`config.mk`:
```
export PLATFORM = sky130hd
export DESIGN_NAME = flash_cmd_decoder
export DESIGN_NICKNAME = d
export VERILOG_FILES = /design/src/rtl/fcd_pkg.sv /design/src/rtl/fcd_classify.sv /design/src/rtl/fcd_policy.sv /design/src/rtl/flash_cmd_decoder.sv
export SDC_FILE = /design/constraint.sdc
export NUM_CORES = 1
export LEC_CHECK = 0
export BUFFER_PORTS_ARGS = -buffer_cell sky130_fd_sc_hd__buf_4
export CAP_MARGIN = 20
export CORE_ASPECT_RATIO = 0.5
export CORE_MARGIN = 1
export CORE_UTILIZATION = 51
export DETAILED_ROUTE_END_ITERATION = 8
export HOLD_SLACK_MARGIN = 0.08
export MAX_ROUTING_LAYER = met4
export PLACE_DENSITY = 0.78
export SETUP_SLACK_MARGIN = 0.4
export SYNTH_ARGS = -nofsm -noshare
export SYNTH_HDL_FRONTEND = slang
export SYNTH_SLANG_ARGS = --single-unit
```
`constraint.sdc`:
```
create_clock -name clk_i -period 3.05 [get_ports clk_i]
set_input_delay 0.305 -clock clk_i [delete_from_list [all_inputs] [get_ports clk_i]]
set_output_delay 0.305 -clock clk_i [all_outputs]
set_load 0.02 [all_outputs]
```
`src/rtl/fcd_pkg.sv`:
```
package fcd_pkg;
  typedef enum logic [3:0] {
    OP_NONE = 4'd0, OP_PROG = 4'd1, OP_CHIP = 4'd2, OP_BLK = 4'd3,
    OP_SUSP = 4'd4, OP_RES = 4'd5, OP_SLEEP = 4'd6, OP_LOCK = 4'd7,
    OP_WRBUF = 4'd8, OP_RDBUF = 4'd9, OP_CLR = 4'd10, OP_SID = 4'd11
  } op_e;

  typedef enum logic [1:0] {
    RM_ARRAY = 2'd0, RM_STATUS = 2'd1, RM_BUFFER = 2'd2, RM_ID = 2'd3
  } rmode_e;

  typedef enum logic [2:0] {
    SQ_IDLE, SQ_UNL1, SQ_UNL2, SQ_SETUP, SQ_UNL3, SQ_UNL4
  } seq_e;

  typedef enum logic [3:0] {
    B_OTHER, B_KEY1, B_KEY2, B_SID, B_PROG, B_RDBUF, B_WRBUF, B_RDSTAT,
    B_CLR, B_SLEEP, B_SETUP, B_CHIP, B_ERS_RES, B_LOCK, B_RESET, B_SUSP
  } byte_e;
endpackage

```
`src/rtl/fcd_classify.sv`:
```
module fcd_classify
  import fcd_pkg::*;
#(
  parameter int CMP_W = 15,
  parameter logic [CMP_W-1:0] UNL_A = 'h5555,
  parameter logic [CMP_W-1:0] UNL_B = 'h2AAA
) (
  input  logic [CMP_W-1:0] addr_lo_i,
  input  logic [7:0]       data_i,
  output logic             at_a_o,
  output logic             at_b_o,
  output byte_e            code_o
);
  assign at_a_o = (addr_lo_i == UNL_A);
  assign at_b_o = (addr_lo_i == UNL_B);

  always_comb begin
    unique case (data_i)
      8'hAA:   code_o = B_KEY1;
      8'h55:   code_o = B_KEY2;
      8'h90:   code_o = B_SID;
      8'hA0:   code_o = B_PROG;
      8'h75:   code_o = B_RDBUF;
      8'hE0:   code_o = B_WRBUF;
      8'h70:   code_o = B_RDSTAT;
      8'h50:   code_o = B_CLR;
      8'hC0:   code_o = B_SLEEP;
      8'h80:   code_o = B_SETUP;
      8'h10:   code_o = B_CHIP;
      8'h30:   code_o = B_ERS_RES;
      8'h20:   code_o = B_LOCK;
      8'hF0:   code_o = B_RESET;
      8'hB0:   code_o = B_SUSP;
      default: code_o = B_OTHER;
    endcase
  end
endmodule

```
`src/rtl/fcd_policy.sv`:
```
module fcd_policy (
  input  logic busy_i,
  input  logic suspended_i,
  input  logic err_i,
  output logic run_o,      // engine active, writes frozen
  output logic full_ok_o,  // any command allowed
  output logic clr_ok_o,   // clear status allowed
  output logic susp_ok_o,
  output logic res_ok_o
);
  assign run_o     = busy_i & ~suspended_i;
  assign full_ok_o = ~suspended_i & ~err_i;
  assign clr_ok_o  = ~suspended_i;
  assign susp_ok_o = run_o & ~err_i;
  assign res_ok_o  = suspended_i & ~err_i;
endmodule

```
`src/rtl/flash_cmd_decoder.sv`:
```
module flash_cmd_decoder
  import fcd_pkg::*;
#(
  parameter int ADDR_W  = 20,
  parameter int CMP_W   = 15,
  parameter int BLK_LSB = 13,
  parameter logic [CMP_W-1:0] UNL_A = 'h5555,
  parameter logic [CMP_W-1:0] UNL_B = 'h2AAA,
  localparam int BLK_W = ADDR_W - BLK_LSB
) (
  input  logic              clk_i,
  input  logic              rst_ni,
  input  logic              sync_rst_i,
  input  logic              wr_i,
  input  logic [ADDR_W-1:0] addr_i,
  input  logic [7:0]        data_i,
  input  logic              busy_i,
  input  logic              suspended_i,
  input  logic              err_i,
  output logic              op_valid_o,
  output logic [3:0]        op_o,
  output logic [BLK_W-1:0]  blk_addr_o,
  output logic [1:0]        rd_mode_o
);
  logic  at_a, at_b;
  byte_e code;
  logic  run, full_ok, clr_ok, susp_ok, res_ok;

  fcd_classify #(.CMP_W(CMP_W), .UNL_A(UNL_A), .UNL_B(UNL_B)) i_classify (
    .addr_lo_i(addr_i[CMP_W-1:0]), .data_i(data_i),
    .at_a_o(at_a), .at_b_o(at_b), .code_o(code)
  );

  fcd_policy i_policy (
    .busy_i(busy_i), .suspended_i(suspended_i), .err_i(err_i),
    .run_o(run), .full_ok_o(full_ok), .clr_ok_o(clr_ok),
    .susp_ok_o(susp_ok), .res_ok_o(res_ok)
  );

  seq_e             seq_q, seq_n;
  rmode_e           mode_q, mode_n;
  op_e              op_q, op_n;
  logic             vld_q, vld_n;
  logic [BLK_W-1:0] blk_q, blk_n;

  always_comb begin
    seq_n  = seq_q;
    mode_n = mode_q;
    op_n   = OP_NONE;
    vld_n  = 1'b0;
    blk_n  = blk_q;
    if (wr_i) begin
      if (run) begin
        if (seq_q == SQ_IDLE && code == B_SUSP && susp_ok) begin
          vld_n = 1'b1;
          op_n  = OP_SUSP;
        end
      end else begin
        unique case (seq_q)
          SQ_IDLE: begin
            if (code == B_KEY1 && at_a)  seq_n = SQ_UNL1;
            else if (code == B_RESET)    mode_n = RM_ARRAY;
            else if (code == B_ERS_RES) begin
              if (res_ok) begin
                vld_n = 1'b1;
                op_n  = OP_RES;
              end
            end else if (code != B_SUSP) mode_n = RM_ARRAY;
          end
          SQ_UNL1, SQ_SETUP: begin
            if (code == (seq_q == SQ_UNL1 ? B_KEY2 : B_KEY1) &&
                (seq_q == SQ_UNL1 ? at_b : at_a))
              seq_n = (seq_q == SQ_UNL1) ? SQ_UNL2 : SQ_UNL3;
            else begin
              seq_n  = SQ_IDLE;
              mode_n = RM_ARRAY;
            end
          end
          SQ_UNL3: begin
            if (code == B_KEY2 && at_b) seq_n = SQ_UNL4;
            else begin
              seq_n  = SQ_IDLE;
              mode_n = RM_ARRAY;
            end
          end
          SQ_UNL2: begin
            seq_n = SQ_IDLE;
            if (!at_a) mode_n = RM_ARRAY;
            else begin
              unique case (code)
                B_SID:    if (full_ok) begin vld_n = 1'b1; op_n = OP_SID;   mode_n = RM_ID;     end
                B_PROG:   if (full_ok) begin vld_n = 1'b1; op_n = OP_PROG;                      end
                B_RDBUF:  if (full_ok) begin vld_n = 1'b1; op_n = OP_RDBUF; mode_n = RM_BUFFER; end
                B_WRBUF:  if (full_ok) begin vld_n = 1'b1; op_n = OP_WRBUF;                     end
                B_SLEEP:  if (full_ok) begin vld_n = 1'b1; op_n = OP_SLEEP; mode_n = RM_STATUS; end
                B_CLR:    if (clr_ok)  begin vld_n = 1'b1; op_n = OP_CLR;                       end
                B_SETUP:  if (full_ok) seq_n = SQ_SETUP;
                B_RDSTAT: mode_n = RM_STATUS;
                default:  mode_n = RM_ARRAY;
              endcase
            end
          end
          SQ_UNL4: begin
            seq_n = SQ_IDLE;
            if (code == B_CHIP && at_a) begin
              if (full_ok) begin vld_n = 1'b1; op_n = OP_CHIP; end
            end else if (code == B_ERS_RES || code == B_LOCK) begin
              if (full_ok) begin
                vld_n = 1'b1;
                op_n  = (code == B_LOCK) ? OP_LOCK : OP_BLK;
                blk_n = addr_i[ADDR_W-1:BLK_LSB];
              end
            end else mode_n = RM_ARRAY;
          end
          default: begin
            seq_n  = SQ_IDLE;
            mode_n = RM_ARRAY;
          end
        endcase
      end
    end
  end

  always_ff @(posedge clk_i or negedge rst_ni) begin
    if (!rst_ni) begin
      seq_q  <= SQ_IDLE;
      mode_q <= RM_ARRAY;
      op_q   <= OP_NONE;
      vld_q  <= 1'b0;
      blk_q  <= '0;
    end else if (sync_rst_i) begin
      seq_q  <= SQ_IDLE;
      mode_q <= RM_ARRAY;
      op_q   <= OP_NONE;
      vld_q  <= 1'b0;
      blk_q  <= '0;
    end else begin
      seq_q  <= seq_n;
      mode_q <= mode_n;
      op_q   <= op_n;
      vld_q  <= vld_n;
      blk_q  <= blk_n;
    end
  end

  assign op_valid_o = vld_q;
  assign op_o       = op_q;
  assign blk_addr_o = blk_q;
  assign rd_mode_o  = mode_q;
endmodule

```
==> results_dict.tcl <==
set metrics [dict create \
    cp_top_family "simple AND/OR/NAND/NOR gates" \
    min_period_over_period_pct 79.5 \
    async_flop_share_pct 100 \
    min_path_type "input pin to flip-flop" \
    core.rowCount 13 \
    ys_seq_area_share_pct 28.4 \
    synth_cell_type_count 55 \
    antenna_found_initial 0 \
    worstRegToRegCells 6 \
    grt_start_max_net_pins 18 \
    start_kind "input pin" \
    io_pins 49 \
    fin_nets 273 \
    crit_fanout 5 \
    cts_tree "done" \
    dp_hpwl_um 3450 \
    pwr-share-comb_pct 22.6 \
    critPathRequiredTime_ns 3.22 \
    ir_drop_v 0.000175 \
    grt_pass1_wl_um 6720 \
    clkTransAtPathRegs_ns 0.07 \
    drive_gt1_share_pct 27.8 \
    tightest_slew_ns 0.589 \
    syn2layout_area_growth_pct 29.1 \
    rsz0062_at_grt "no" \
    outcome "complete, no violations" \
    mostFrequentLayoutCells "51 x buf_4, 19 x nand2_1, 18 x nor2_1" \
    place_ws_ns 0.375 \
    synth.area.top_cells "dfrtp_1 28%, nor3_1 5.3%, nand2_1 4.8%" \
    max_freq_ghz 0.413 \
    ys_seq_elements 17 \
    dieHeight_um 40.4 \
    drc 0 \
    wire_per_inst_um 16.2 \
    finalHoldViolations 0 \
    die-area_um2 3180 \
    ant_nets 0 \
    finish.utilization_pct 72.2 \
    yosys.area.top_type "dfrtp_1" \
    ys.flop_type "dfrtp_1" \
    drt_wl_total_um 4440 \
    setup-violations-final 0 \
    gr-total-overflow 0 \
    final_common_cell "buf_4" \
    synth_area_um2 1500 \
    place.gp.congestion 1.00 \
    root_buffer "clkbuf_8" \
    final_area_um2 1940 \
    dr.pass1.iters 4 \
    crit_arrival_ns 2.60 \
    fin_crit_ns 2.42 \
    setup_tns_ns 0 \
    hp-start "addr_i[17]" \
    yosysWarningCount 0 \
    post_cts_resized 0 \
    p_int_uw 370 \
    start_util_pct 55.9 \
    power_leakage_nw 0.840 \
    p_sw_uw 137 \
    syn_area_per_cell_um2 7.98 \
    cts_inserted_buffers 3 \
    rrSetupSlack_ns 0.69 \
    min_to "blk_addr_o[4]" \
    critical-path-max-stage-delay_ns 0.53 \
    maxCapViolCount 0 \
    min_path_cells 2 \
    vias_per_cell 6.19 \
    synth_enable_flop_cells 0 \
    seq_power_share_pct 44.6 \
    finalClockSkew_ns 0.00357 \
    vias 1695 \
    clockBufferDepth 2 \
    clk_latency_ns 0.25 \
    core_area_um2 2680 \
    slew_viol_final 0 \
    dpl_cell_area_um2 1880 \
    clkPwrFrac_pct 32.8 \
    reg2reg_from "seq_q[0]" \
    grt_pass1_vias 1371 \
    track_usage_pct 29.7 \
    cp_slowest_cell "or4b_1" \
    critPathKind "input pin to flip-flop" \
    reg2reg_to "rd_mode_o[0]" \
    diodes 0 \
    crit_path_cell_trace "buf_4 -> or4b_1 -> nor4_2 -> nand3_1 -> clkinv_1 -> o31ai_1 -> or4_1 -> a21oi_1" \
    swShare_pct 27.0 \
    synth_cells 188 \
    cp_num_buf_inv 2 \
    setup_slack_ns 0.627 \
    drtIter0Drc 118 \
    cts_sinks 17 \
    portBuffers 48 \
    worst_setup_path_end_kind "flip-flop" \
    synth_top_area_share_pct 28.4 \
    p_total_uw 507 \
    syn-num-nets 223 \
    fillers 215 \
    htreeDepth 1 \
    die_w_um 78.7 \
    relSlewSlack_pct 60.5 \
    power_density_nw_per_um2 262 \
]
-- cells in the mapped netlist, types with 2 or more instances --
cell type,number
nor2b_1,4
a31oi_1,5
or4_1,2
o31ai_1,2
o21ai_1,2
dfrtp_1,17
nor2_1,18
buf_6,2
or3_1,3
mux2i_1,2
nand3_1,8
buf_2,3
nand4b_1,2
nand3b_1,3
inv_1,6
a21oi_1,10
nand4_1,5
nand2_1,19
or2b_1,2
a22o_1,8
nand2b_1,6
nor3_1,16
o21ai_0,9
nor4_2,3
-- worst reg2reg max path: stages, from the launching register on --
cell	delay, ns
dfrtp_1	0.48
inv_1	0.14
or3_1	0.40
or4_4	0.50
a2111oi_4	0.43
nor4_2	0.13
mux2i_1	0.16
-- logic make-up after synthesis --
| logic type | synth area share [%] |
|---|---|
| compound gates | 24.5 |
| xor+xnor | 1.17 |
| buf+inv | 5.00 |
| flops | 28.4 |
| mux | 1.33 |
| simple gates | 39.6 |
-- power by group through the flow --
| stage | registers (mW) | clock network [mW] | logic [mW] |
|---|---|---|---|
| after floorplan | 0.231 | 0 | 0.0573 |
| after global placement | 0.230 | 0 | 0.109 |
| after detailed placement | 0.230 | 0 | 0.112 |
| after CTS | 0.226 | 0.169 | 0.113 |
| after global routing | 0.226 | 0.181 | 0.125 |
| final | 0.226 | 0.166 | 0.115 |
-- sequential cells by signal, indices dropped and copies added, names as in the netlist --
register	cells
blk_addr_o	7
op_o	4
rd_mode_o	2
seq_q	3
op_valid_o	1
-- repair_timing --
action / 4_1_cts / 5_1_grt
hold endpoints to repair: 17 / 0
setup buffers: 0 / 0
hold buffers: 1 / 0
-- worst max-delay path by stage --
stage	end	cells past startpoint	slack (ns)	startpoint
final	op_o[1]	8	0.63	addr_i[9]
after CTS	op_o[1]	8	0.63	addr_i[9]
after global placement	op_o[1]	8	0.42	addr_i[9]
after global routing	seq_q[0]	9	0.51	addr_i[9]
after detailed placement	op_o[1]	8	0.38	addr_i[9]
after floorplan	rd_mode_o[0]	9	0.64	data_i[5]
-- per-layer routing --
layer / share of wire, % / track usage [%]
met1: 46 / 39.1
met5: 0 / -
met3: 7.1 / 4.09
met2: 45 / 48.3
met4: 1.1 / 11.1
-- through the flow --
| stage | std cells | hold WS [ns] |
|---|---|---|
| finish | 274 | 0.272 |
| global route | 274 | 0.278 |
| CTS | 274 | 0.270 |
| detailed placement | 269 | 0.178 |
| global placement | 269 | 0.171 |
| floorplan | 188 | 0.00941 |
-- cell type report --
| cell class | instances | area (um2) | share of cell area, % |
|---|---|---|---|
| Sequential cell | 17 | 425 | 22.0 |
| Tap cell | 37 | 46.3 | 2.39 |
| Timing Repair Buffer | 52 | 393 | 20.3 |
| Clock inverter | 1 | 5.00 | 0.258 |
| Multi-Input combinational cell | 157 | 1000 | 51.6 |
| Inverter | 7 | 26.3 | 1.36 |
| Clock buffer | 3 | 41.3 | 2.13 |
(Power assumes the default switching activity.)
